==> config.mk <==
export PLATFORM = sky130hd
export DESIGN_NAME = lcd_raster_timer
export DESIGN_NICKNAME = d
export VERILOG_FILES = /design/src/rtl/lcd_rt_pkg.sv /design/src/rtl/lcd_rt_axis.sv /design/src/rtl/lcd_rt_launch.sv /design/src/rtl/lcd_raster_timer.sv
export SDC_FILE = /design/constraint.sdc
export NUM_CORES = 1
export LEC_CHECK = 0
export BUFFER_PORTS_ARGS = -buffer_cell sky130_fd_sc_hd__buf_2
export CAP_MARGIN = 20
export CELL_PAD_IN_SITES_DETAIL_PLACEMENT = 1
export CELL_PAD_IN_SITES_GLOBAL_PLACEMENT = 1
export CORE_ASPECT_RATIO = 1.25
export CORE_UTILIZATION = 45
export CTS_CLUSTER_DIAMETER = 80
export CTS_CLUSTER_SIZE = 24
export DETAILED_ROUTE_END_ITERATION = 10
export PLACE_DENSITY_LB_ADDON = 0.1
export SKIP_CTS_REPAIR_TIMING = 1
export SYNTH_ARGS = -nofsm -noshare
export SYNTH_HDL_FRONTEND = slang
export SYNTH_SLANG_ARGS = --single-unit
export TNS_END_PERCENT = 5
==> constraint.sdc <==
create_clock -name clk -period 2.93 [get_ports clk]
set_input_delay 0.586 -clock clk [delete_from_list [all_inputs] [get_ports clk]]
set_output_delay 0.586 -clock clk [all_outputs]
set_load 0.01 [all_outputs]
==> src/rtl/lcd_rt_pkg.sv <==
package lcd_rt_pkg;
   localparam int HF_W  = 10;
   localparam int VP_W  = 8;
   localparam int VS_W  = 6;
   localparam int PPL_W = 7;
   localparam int LPP_W = 11;

   typedef struct packed {
      logic [HF_W-1:0] front_m1;
      logic [HF_W-1:0] back_m1;
      logic [HF_W-1:0] sync_m1;
   } h_cfg_t;

   typedef struct packed {
      logic [VP_W-1:0] front;
      logic [VP_W-1:0] back;
      logic [VS_W-1:0] sync_m1;
   } v_cfg_t;

   typedef struct packed {
      logic [LPP_W-1:0] lines_m1;
      logic [PPL_W-1:0] width16_m1;
   } size_cfg_t;

   typedef struct packed {
      logic launch_rise;
      logic launch_sel_en;
      logic inv_pclk;
      logic inv_vsync;
      logic inv_hsync;
   } pol_cfg_t;

   localparam int INV_PCLK_BIT = 2;
endpackage

==> src/rtl/lcd_rt_axis.sv <==
module lcd_rt_axis #(
   parameter int POS_W = 13
) (
   input  logic             clk,
   input  logic             rst_n,
   input  logic             step,
   input  logic [POS_W-1:0] len_sync,
   input  logic [POS_W-1:0] len_back,
   input  logic [POS_W-1:0] len_act,
   input  logic [POS_W-1:0] len_front,
   output logic [POS_W-1:0] idx,
   output logic             last,
   output logic             in_sync,
   output logic             in_act
);
   logic [POS_W-1:0] pos, act_lo, act_hi, total_m1;

   always_comb begin
      act_lo   = len_sync + len_back;
      act_hi   = act_lo + len_act;
      total_m1 = act_hi + len_front - POS_W'(1);
      last     = (pos >= total_m1);
      in_sync  = (pos < len_sync);
      in_act   = (pos >= act_lo) && (pos < act_hi);
      idx      = in_act ? (pos - act_lo) : '0;
   end

   // position counter; wraps at the programmed total (also recovers if it overshoots)
   always_ff @(posedge clk or negedge rst_n) begin
      if (!rst_n)     pos <= '0;
      else if (step)  pos <= last ? '0 : pos + POS_W'(1);
   end
endmodule

==> src/rtl/lcd_rt_launch.sv <==
module lcd_rt_launch #(
   parameter bit SEL_EN = 1'b1
) (
   input  logic clk,
   input  logic rst_n,
   input  logic hs_in,
   input  logic vs_in,
   input  logic ctl_en,
   input  logic rise_sel,
   input  logic inv_hs,
   input  logic inv_vs,
   output logic hs_out,
   output logic vs_out
);
   logic hs_d, vs_d;

   // one-clock delay: sync launched on the falling pixel-clock edge
   always_ff @(posedge clk or negedge rst_n) begin
      if (!rst_n) begin
         hs_d <= 1'b0;
         vs_d <= 1'b0;
      end else begin
         hs_d <= hs_in;
         vs_d <= vs_in;
      end
   end

   generate
      if (SEL_EN) begin : g_sel
         logic use_rise;
         assign use_rise = ctl_en & rise_sel;
         assign hs_out   = (use_rise ? hs_in : hs_d) ^ inv_hs;
         assign vs_out   = (use_rise ? vs_in : vs_d) ^ inv_vs;
      end else begin : g_fixed
         assign hs_out = hs_d ^ inv_hs;
         assign vs_out = vs_d ^ inv_vs;
      end
   endgenerate
endmodule

==> src/rtl/lcd_raster_timer.sv <==
module lcd_raster_timer
   import lcd_rt_pkg::*;
#(
   parameter int H_POS_W       = 13,
   parameter int V_POS_W       = 12,
   parameter int X_W           = 11,
   parameter int Y_W           = 11,
   parameter bit SEL_LAUNCH_EN = 1'b1
) (
   input  logic                        clk,
   input  logic                        rst_n,
   input  logic                        pix_tick,
   input  logic                        scan_en,
   input  logic [$bits(h_cfg_t)-1:0]    h_timing,
   input  logic [$bits(v_cfg_t)-1:0]    v_timing,
   input  logic [$bits(size_cfg_t)-1:0] frame_size,
   input  logic [$bits(pol_cfg_t)-1:0]  sig_ctl,
   output logic                        pix_clk,
   output logic                        hsync,
   output logic                        vsync,
   output logic                        de,
   output logic [X_W-1:0]              px,
   output logic [Y_W-1:0]              py,
   output logic                        line_end,
   output logic                        frame_end,
   output logic                        scan_done
);
   localparam int H_NEED = 13;   // 3 x 1024 + 2048 ticks per line
   localparam int V_NEED = 12;   // 64 + 255 + 2048 + 255 lines per frame

   generate
      if (H_POS_W < H_NEED) begin : g_bad_hw
         $error("H_POS_W too narrow for the longest line");
      end
      if (V_POS_W < V_NEED) begin : g_bad_vw
         $error("V_POS_W too narrow for the tallest frame");
      end
      if (X_W < PPL_W + 4 || Y_W < LPP_W) begin : g_bad_xy
         $error("coordinate width too narrow");
      end
   endgenerate

   h_cfg_t    hc;
   v_cfg_t    vc;
   size_cfg_t fs;
   pol_cfg_t  pc;
   assign hc = h_cfg_t'(h_timing);
   assign vc = v_cfg_t'(v_timing);
   assign fs = size_cfg_t'(frame_size);
   assign pc = pol_cfg_t'(sig_ctl);

   logic               scanning, go, h_step, v_step, frame_wrap;
   logic [H_POS_W-1:0] h_idx;
   logic [V_POS_W-1:0] v_idx;
   logic               h_last, h_sync, h_act, v_last, v_sync, v_act;
   logic               hs_raw, vs_raw, pclk_q;

   assign go         = scanning | scan_en;
   assign h_step     = pix_tick & go;
   assign v_step     = h_step & h_last;
   assign frame_wrap = v_step & v_last;

   lcd_rt_axis #(.POS_W(H_POS_W)) u_h_axis (
      .clk(clk), .rst_n(rst_n), .step(h_step),
      .len_sync (H_POS_W'(hc.sync_m1)  + H_POS_W'(1)),
      .len_back (H_POS_W'(hc.back_m1)  + H_POS_W'(1)),
      .len_act  (H_POS_W'({fs.width16_m1, 4'hF}) + H_POS_W'(1)),
      .len_front(H_POS_W'(hc.front_m1) + H_POS_W'(1)),
      .idx(h_idx), .last(h_last), .in_sync(h_sync), .in_act(h_act)
   );

   lcd_rt_axis #(.POS_W(V_POS_W)) u_v_axis (
      .clk(clk), .rst_n(rst_n), .step(v_step),
      .len_sync (V_POS_W'(vc.sync_m1) + V_POS_W'(1)),
      .len_back (V_POS_W'(vc.back)),
      .len_act  (V_POS_W'(fs.lines_m1) + V_POS_W'(1)),
      .len_front(V_POS_W'(vc.front)),
      .idx(v_idx), .last(v_last), .in_sync(v_sync), .in_act(v_act)
   );

   // scanning continues until a frame boundary sees the enable low
   always_ff @(posedge clk or negedge rst_n) begin
      if (!rst_n)       scanning <= 1'b0;
      else if (h_step)  scanning <= frame_wrap ? scan_en : 1'b1;
   end

   always_ff @(posedge clk or negedge rst_n) begin
      if (!rst_n) begin
         hs_raw <= 1'b0; vs_raw <= 1'b0; de <= 1'b0;
         px <= '0; py <= '0;
         line_end <= 1'b0; frame_end <= 1'b0; scan_done <= 1'b0;
      end else if (pix_tick && go) begin
         hs_raw    <= h_sync;
         vs_raw    <= v_sync;
         de        <= h_act & v_act;
         px        <= (h_act & v_act) ? X_W'(h_idx) : '0;
         py        <= (h_act & v_act) ? Y_W'(v_idx) : '0;
         line_end  <= h_last;
         frame_end <= frame_wrap;
         scan_done <= frame_wrap & ~scan_en;
      end else if (pix_tick) begin
         hs_raw <= 1'b0; vs_raw <= 1'b0; de <= 1'b0;
         px <= '0; py <= '0;
         line_end <= 1'b0; frame_end <= 1'b0; scan_done <= 1'b0;
      end else begin
         line_end <= 1'b0; frame_end <= 1'b0; scan_done <= 1'b0;
      end
   end

   always_ff @(posedge clk or negedge rst_n) begin
      if (!rst_n) pclk_q <= 1'b0;
      else        pclk_q <= pix_tick;
   end
   assign pix_clk = pclk_q ^ pc.inv_pclk;

   lcd_rt_launch #(.SEL_EN(SEL_LAUNCH_EN)) u_launch (
      .clk(clk), .rst_n(rst_n), .hs_in(hs_raw), .vs_in(vs_raw),
      .ctl_en(pc.launch_sel_en), .rise_sel(pc.launch_rise),
      .inv_hs(pc.inv_hsync), .inv_vs(pc.inv_vsync),
      .hs_out(hsync), .vs_out(vsync)
   );
endmodule

# ---- Yosys cells after proc, flatten, opt, wreduce, memory -nomap -nowiden
# Cells that the tools add are included.
dict set report classes {
  bitwise 11
  n_lt_le_gt_ge 8
  n_mux 19
  add_sub_neg 18
  reduce_logical 4
}
# operator n
set op_table {}
lappend op_table {{$mux 11} 7}
lappend op_table {{$add 10x1->11 const B} 3}
lappend op_table {{$add 11x1->12 const B} 2}
lappend op_table {{$sub 11x11->11} 2}
lappend op_table {{$add 12x12->13} 1}
lappend op_table {{$add 13x1->13 const B} 1}
lappend op_table {{$add 13x11->13} 1}
lappend op_table {{$ge 13x12->1} 1}
lappend op_table {{$ge 13x13->1} 1}
lappend op_table {{$lt 13x11->1} 1}
lappend op_table {{$lt 13x13->1} 1}
lappend op_table {{$mux 13} 1}
lappend op_table {{$sub 13x1->13 const B} 1}
lappend op_table {{$add 11x11->12} 1}
lappend op_table {{$add 12x1->12 const B} 1}
lappend op_table {{$add 12x12->12} 1}
lappend op_table {{$add 12x8->12} 1}
lappend op_table {{$ge 12x12->1} 1}
lappend op_table {{$ge 12x9->1} 1}
lappend op_table {{$lt 12x12->1} 1}
lappend op_table {{$lt 12x7->1} 1}
lappend op_table {{$mux 12} 1}
lappend op_table {{$sub 12x1->12 const B} 1}
lappend op_table {{$mux 1} 10}
lappend op_table {{other kinds (8)} 17}
dict set report word_totals {
  inputBits 79
  reg_bits 57
  word_cells 74
  out_inout_bits 29
}

# ---- Depth between registers and ports, before layout
# Gate-level depths: netlist of the first run.
dict set report depth {
  word_depth 10
  ltp_mapped 31
  depth_no_buf 29
}

# ---- Hierarchy
# A second synthesis of the first run with hierarchy kept.
dict set report unflattened {
  hier_cells 1152
  hier_area_um2 9531.6
}
# mod instances seq_area_each_um2 area_each_um2 cells_each
set modules_own_cells {}
lappend modules_own_cells {{lcd_rt_axis at u_h_axis} 1 325.3 4119.0 523}
lappend modules_own_cells {{lcd_rt_axis at u_v_axis} 1 300.3 3404.5 431}
lappend modules_own_cells {lcd_raster_timer 1 750.7 1914.3 191}
lappend modules_own_cells {lcd_rt_launch 1 50.0 93.8 7}

# ---- Worst setup path before layout of the first run
# OpenSTA, ideal clock, no wires.
dict set report synth_timing {
  path_kind {in2reg}
  from {input port h_timing[0]}
  to {register u_v_axis.pos[9]}
  arrival_ns 5.588
  path_slack_ns -2.736
  required_time_ns 2.852
  n_path_buf 1
  setup_time_ns 0.078
  stages 29
  path_cell_list {ha_1 > xor2_1 > ha_1 > nor2b_1 > o21ai_0 > a21boi_0 > o21ai_0 > nand2_1 > xor2_1 > ha_1 > a21oi_1 > o21ai_0 > a21o_1 > a21o_1 > xor2_1 > ha_1 > nand2_1 > nand2_1 > a31oi_1 > xnor2_1 > ha_1 > nor2_1 > nor2_1 > a211o_1 > a21oi_1 > or3_1 > buf_2 > or4_1 > a21oi_1}
}
dict set report synth_between {
  elab_chain_len 7
}
# item line
set synth_rtl {}
lappend synth_rtl {{from (decl)} lcd_raster_timer.sv:14} ;# input logic [$bits(h_cfg_t)-1:0] h_timing,
lappend synth_rtl {{$add 10x1->11} lcd_raster_timer.sv:65} ;# .len_sync (H_POS_W'(hc.sync_m1) + H_POS_W'(1)),
lappend synth_rtl {{$add 11x11->12} lcd_rt_axis.sv:19} ;# act_lo = len_sync + len_back;
lappend synth_rtl {{$add 12x12->13} lcd_rt_axis.sv:20} ;# act_hi = act_lo + len_act;
lappend synth_rtl {{$add 13x11->13} lcd_rt_axis.sv:21} ;# total_m1 = act_hi + len_front - POS_W'(1);
lappend synth_rtl {{$sub 13x1->13} lcd_rt_axis.sv:21}
lappend synth_rtl {{$ge 13x13->1} lcd_rt_axis.sv:22} ;# last = (pos >= total_m1);
lappend synth_rtl {{$and 1x1->1} lcd_raster_timer.sv:60} ;# assign v_step = h_step & h_last;
lappend synth_rtl {{to (signal assigned)} lcd_rt_axis.sv:31} ;# else if (step) pos <= last ? '0 : pos + POS_W'(1);
lappend synth_rtl {{to (decl)} lcd_rt_axis.sv:16} ;# logic [POS_W-1:0] pos, act_lo, act_hi, total_m1;
# Every way passes these cells.
# A chain may end at the register's enable or synchronous reset.

# ---- Final worst setup path of the first run
dict set report layout_timing {
  from {input port v_timing[0]}
  to {register u_v_axis.pos[0]}
}
dict set report layout_between {
  elab_chain_len 7
}
# item line
set layout_rtl {}
lappend layout_rtl {{from (decl)} lcd_raster_timer.sv:15} ;# input logic [$bits(v_cfg_t)-1:0] v_timing,
lappend layout_rtl {{$add 6x1->7} lcd_raster_timer.sv:74} ;# .len_sync (V_POS_W'(vc.sync_m1) + V_POS_W'(1)),
lappend layout_rtl {{$add 7x8->9} lcd_rt_axis.sv:19}
lappend layout_rtl {{$add 12x12->12} lcd_rt_axis.sv:20}
lappend layout_rtl {{$add 12x8->12} lcd_rt_axis.sv:21}
lappend layout_rtl {{$sub 12x1->12} lcd_rt_axis.sv:21}
lappend layout_rtl {{$ge 12x12->1} lcd_rt_axis.sv:22}
lappend layout_rtl {{$mux 12} lcd_rt_axis.sv:31}
# Every way passes these cells.

==> results of run 1 <==
through the flow:
step,power [mW],setup slack [ns]
6_report,9.88,-3.23
5_1_grt,10.2,-3.31
4_1_cts,8.25,-3.25
3_5_place_dp,6.93,-3.45
3_3_place_gp,6.54,-3.08
2_1_floorplan,4.18,-2.50
synthesized netlist by cell type, types with 6 or more instances:
| cell | instances | area (um2) |
|---|---|---|
| o21a_1 | 25 | 188 |
| a211oi_1 | 6 | 45.0 |
| and2_1 | 6 | 37.5 |
| xnor2_1 | 42 | 368 |
| nor4_1 | 6 | 37.5 |
| clkbuf_1 | 7 | 26.3 |
| nor3_1 | 24 | 120 |
| nor2_1 | 60 | 225 |
| or3_1 | 8 | 50.1 |
| xor2_1 | 37 | 324 |
| nand3_1 | 26 | 130 |
| o32ai_1 | 19 | 166 |
| o31ai_1 | 6 | 45.0 |
| ha_1 | 147 | 1840 |
| nand2b_1 | 17 | 106 |
| and3_1 | 15 | 93.8 |
| o21ai_0 | 47 | 235 |
| inv_1 | 118 | 443 |
| a21oi_1 | 55 | 275 |
| dfrtp_1 | 57 | 1430 |
| fa_1 | 8 | 160 |
| a21o_1 | 16 | 120 |
| nor2b_1 | 19 | 119 |
| nand4_1 | 7 | 43.8 |
| nand2_1 | 50 | 188 |
layer usage:
metal  vias to the layer above  global-route usage, %  wire [um]
li1                       4087                      -          -
met1                      4882                   33.6      13900
met2                       682                   71.6      21500
met3                       354                   3.72       2670
met4                         2                   21.7       4740
met5                         -                      0         13
where the power goes:
| group | leakage (nW) | total (mW) | switching, mW | internal [mW] |
|---|---|---|---|---|
| Sequential | 0.742 | 0.937 | 0.0905 | 0.846 |
| Clock | 0.148 | 1.14 | 0.437 | 0.699 |
| Combinational | 5.05 | 7.81 | 4.31 | 3.50 |
cell usage in the layout, fill, tap and decap left out, types with 6 or more instances in the layout:
cell       instances
ha_1             131
ha_2               6
o21ai_0           32
xor2_2             6
xor2_1            30
nand2_1           48
xnor2_1           29
clkbuf_16          9
o21ai_1            9
a211oi_1           6
nand2b_1          17
ha_4              10
and2_1             6
dfrtp_1           57
a21oi_2           15
buf_6              8
or3_1              6
nand3_1           25
inv_1            116
nor2b_1           17
nor2_2             9
a21oi_1           37
buf_4            261
nor3_1            18
a21o_1            16
and3_1            13
o32ai_2            9
xnor2_2           13
nor2_1            49
buf_2            105
o21a_1            25
o31ai_1            6
nand4_1            7
nor4_1             6
o21ai_2            9
o32ai_1           10
sequential cells by signal (all words and copies together) (netlist names):
register       cells
pclk_q             1
u_launch.hs_d      1
frame_end          1
px                11
scan_done          1
py                11
u_h_axis.pos      13
vs_raw             1
de                 1
line_end           1
hs_raw             1
u_v_axis.pos      12
scanning           1
u_launch.vs_d      1
final timing paths:
path | startpoint | to | slack [ns] | depth (start not counted)
max | v_timing[0] | u_v_axis.pos[0] | -3.23 | 31
min | rst_n | u_h_axis.pos[0] | 0.42 | 2
max reg2reg | u_h_axis.pos[1] | py[3] | -0.37 | 9
min reg2reg | vs_raw | u_launch.vs_d | 0.44 | 0
max in group asynchronous | rst_n | u_h_axis.pos[2] | 1.93 | 2
min in group clk | vs_raw | u_launch.vs_d | 0.44 | 0
area by class of cell:
type | instances | area, um2
inverter | 119 | 449
sequential | 57 | 1430
timing repair buffer | 377 | 2630
fill | 1944 | 5220
multi-input combinational | 740 | 6480
tap | 220 | 275
clock buffer | 12 | 256
clock inverter | 3 | 40.0
critical path, delay by kind of cell:
kind            cells  cell delay [ns]
compound gates      7             1.57
xor+xnor            2             0.39
fa+ha+maj           4             1.32
buf+inv             8             0.94
mux                 1             0.33
simple gates        9             1.25
logic make-up (layout without fill, tap and decap cells):
family	count (synthesis)	after routing	synth area share (%)
simple gates	257	258	17.0
compound gates	242	242	21.9
mux	6	6	0.845
xor+xnor	79	79	8.99
fa+ha+maj	155	155	26.0
flops	57	57	18.5
buf+inv	134	511	6.81
==> flow_summary.yaml, run 1 <==
power:
  powerDensity_nw_per_um2: 855
  leakage_nw: 5.94
  irDropWorstVdd_mv: 0.350
clocking:
  clock_latency_ns: 0.35
  cts.clk_slew.worst_paths_ns: 0.06
  cts_tree: "yes"
  cts.htree.levels: 3
  cts.sinks: 57
  cts_buffers: 9
  root_buffer: "clkbuf_16"
  cts_max_path_buffers: 2
die:
  core-area_um2: 16800
  dieHeight_um: 148
  initial_core_util_pct: 45.9
  rows: 53
  dieArea_um2: 17600
  die_w_um: 119
  pin_count: 108
placement:
  hpwl_mm: 23.9
  place_congestion: 0.875
  placedCellCount: 1500
  postPlaceCellArea_um2: 10400
  port_buffers: 107
timing:
  min_period_ns: 6.16
  worstMarginPinSlew_ns: 0.855
  fin_tns_setup_ns: -147.71
  relSlewSlack_pct: 43.0
  max_freq_ghz: 0.162
  hold_violations: 0
  setup_violations: 53
  whs_ns: 0.422
  grt_setup_unrepaired: "yes"
  period_share_pct: 210
  fin_ws_ns: -3.23
  fin_skew_ns: 0.00729
  drv_slew: 0
global_route:
  grt_usage_pct: 35.4
  grt_pass1_vias: 9834
  grt_max_degree: 58
  grt_pass1_wl_mm: 48.8
  antenna_found_initial: 1
  overflow: 0
worst_setup_path:
  worst_path_max_delay_cell: "a311oi_2"
  cp.required_ns: 3.19
  crit_fanout: 5
  criticalPathCategory: "primary input to flip-flop"
  end_kind: "flip-flop"
  slowest_delay_ns: 0.36
  crit_path_start_kind: "primary input"
  crit_arrival_ns: 6.42
logic_synthesis:
  synthCells: 930
  synth-seq-cells: 57
  synth_area_um2: 7700
  syn_nets: 1164
  ys_warn_count: 0
  ys_types: 70
  asyncSetResetFlopFracSynth_pct: 100
  yosysSeqAreaShare_pct: 18.5
  synth-main-ff-cell: "dfrtp_1"
  post_synth.cell_area_avg_um2: 8.28
  synth_edf_count: 0
drt:
  antenna_left: 0
  drt_iter0_markers: 804
  routed_wl_mm: 42.9
  drc: 0
  first_pass_iters: 5
  routed_via_density: 6.55
  drt-wirelength-per-cell_um: 28.0
  vias: 10000
final_layout:
  post_layout_nonfiller_instances: 1528
  antenna_cells: 0
  layout.nets: 1538
  fin_area_um2: 11600
  final_core_util_pct: 68.9
  drive_gt1_share_pct: 40.1
  area_delta_synth_final_pct: 50.1
run_status:
  status: "complete, but fails checks"
  violations: "negative setup slack"
flow_run:
  cap_violations: 0
worst_hold_path:
  min_path_type: "primary input to async pin"
Note: power is estimated with default switching activity, not from simulation.
==> inputs of run 2 (changes only) <==
- CORE_UTILIZATION: 45 -> 40
- clock period: 2.93 -> 5.31 ns (I/O delays scaled with it)
==> run 2 against run 1 <==
  * The flow still finishes with violations (negative setup slack)
  * Core utilization shrank 8.4 points
  * Clock-buffer cell count rose by 2
  * Global-route usage shrank 9.6 points
  * Cell area down 1.6%
  * Cell count fell by 3.4%
  * Critical path type unchanged
  * Largest cell class unchanged
==> flow_summary.yaml, run 2 (synthesized netlist as in run 1, its figures left out) <==
run_status:
  status: "complete, but fails checks"
  violations: "negative setup slack"
clocking:
  root_buffer: "clkbuf_16"
  cts_max_path_buffers: 2
  cts.clk_slew.worst_paths_ns: 0.05
  cts.htree.levels: 3
  cts.sinks: 57
  clock_latency_ns: 0.33
  cts_tree: "yes"
  cts_buffers: 9
final_layout:
  top_register: "u_h_axis.pos"
  largest_reg_flops: 13
  antenna_cells: 0
  final_cell_mix: "buf_4 (200), ha_1 (123), inv_1 (115)"
  area_delta_synth_final_pct: 47.7
  final_common_cell: "buf_4"
  top_regs: "u_h_axis.pos x13, u_v_axis.pos x12"
  post_layout_nonfiller_instances: 1476
  drive_gt1_share_pct: 38.2
  layout.nets: 1475
worst_setup_path:
  crit_fanout: 4
  crit_path_start_kind: "primary input"
  worst_path_max_delay_cell: "or3_4"
  r2r.worst_path.cells: 9
  slowest_delay_ns: 0.41
  crit_arrival_ns: 6.22
  r2r-end: "py[3]"
  end_kind: "flip-flop"
  cp_top_family: "adder cells"
  worstReg2RegStart: "u_h_axis.pos[1]"
  criticalPathCategory: "primary input to flip-flop"
  worst_path_most_repeated_cell: "buf_4"
  cp.depth: 30
  cp_num_buf_inv: 8
  r2r_slack_ns: 2.13
  cp.required_ns: 5.57
die:
  dieHeight_um: 157
  dieArea_um2: 19800
  core-area_um2: 18800
  rows: 56
  initial_core_util_pct: 41.0
  pin_count: 108
  die_w_um: 126
timing:
  min_period_ns: 5.96
  worstMarginPinSlew_ns: 0.776
  fin_ws_ns: -0.648
  max_freq_ghz: 0.168
  period_share_pct: 112
  relSlewSlack_pct: 48.3
  drv_slew: 0
  fin_skew_ns: 0.00600
  grt_setup_unrepaired: "yes"
  setup_violations: 52
  hold_violations: 0
drt:
  routed_via_density: 5.52
  first_pass_iters: 4
  routed_wl_mm: 27.9
  antenna_left: 0
  drt_iter0_markers: 219
  vias: 8154
  drt-wirelength-per-cell_um: 18.9
  drc: 0
global_route:
  use_met2_pct: 53.4
  overflow: 0
  gr-max-usage-layer: "met2"
  antenna_found_initial: 0
  grt_pass1_vias: 8455
  use_met1_pct: 26.1
  grt_max_degree: 58
  grt_pass1_wl_mm: 40.6
  grt_usage_pct: 25.7
  grtUsageMet3_pct: 2.07
worst_hold_path:
  min_to: "u_launch.vs_d"
  hold_start: "vs_raw"
  holdPathStages: 0
  min_path_type: "flip-flop to flip-flop"
placement:
  pre_cts_ws_ns: -1.41
  port_buffers: 107
  place_congestion: 0.871
  hpwl_mm: 20.8
  placedCellCount: 1435
power:
  powerDensity_nw_per_um2: 408
  leakage_nw: 5.66
  irDropWorstVdd_mv: 0.173
flow_run:
  cap_violations: 0
==> run 2: changes by cell type in the layout (fill, tap and decap cells not counted), moves of 4 or more <==
cell,change
xnor2_1,-4
o32ai_1,+4
o32ai_2,-5
buf_4,-61
nor3_1,+4
ha_1,-8
ha_4,+10
==> run 2: how the worst max path moves through the flow <==
stage,start,end,slack (ns)
2_1_floorplan,h_timing[0],u_v_axis.pos[9],-0.60
3_3_place_gp,h_timing[0],u_v_axis.pos[10],-1.21
3_5_place_dp,h_timing[0],u_v_axis.pos[10],-1.41
4_1_cts,h_timing[0],u_v_axis.pos[10],-1.08
5_1_grt,h_timing[0],u_v_axis.pos[4],-0.86
6_report,h_timing[0],u_v_axis.pos[4],-0.65
==> run 2: layout make-up <==
class,instances,area (um2)
clock buffer,14,264
fill,2234,7410
inverter,119,447
multi-input combinational,739,6750
sequential,57,1430
tap,232,290
timing repair buffer,315,2190
==> run 2: per-stage QoR <==
| step | power [mW] | area [um2] | hold WS (ns) | setup TNS [ns] | util (%) |
|---|---|---|---|---|---|
| 2_1_floorplan | 2.31 | 7720 | 0.366 | -15.98 | - |
| 3_5_place_dp | 3.56 | 9850 | 0.426 | -60.51 | 52.4 |
| 5_1_grt | 5.02 | 11400 | 0.450 | -39.22 | 60.5 |
| 6_report | 4.64 | 11400 | 0.438 | -28.36 | 60.5 |
| 4_1_cts | 4.11 | 10100 | 0.438 | -43.55 | 53.8 |
| 3_3_place_gp | 3.45 | 9850 | 0.407 | -51.79 | 52.4 |
==> run 2: power breakdown <==
| group | switching [mW] | internal [mW] | leakage [nW] |
|---|---|---|---|
| clock | 0.187 | 0.335 | 0.129 |
| combinational | 1.81 | 1.76 | 4.79 |
| sequential | 0.0804 | 0.467 | 0.742 |
==> run 2: per-layer routing <==
metal	share of wire [%]	vias to the layer above
met5	0	-
met4	3.7	0
met3	1.7	61
met2	58	139
met1	37	3992
li1	-	3962
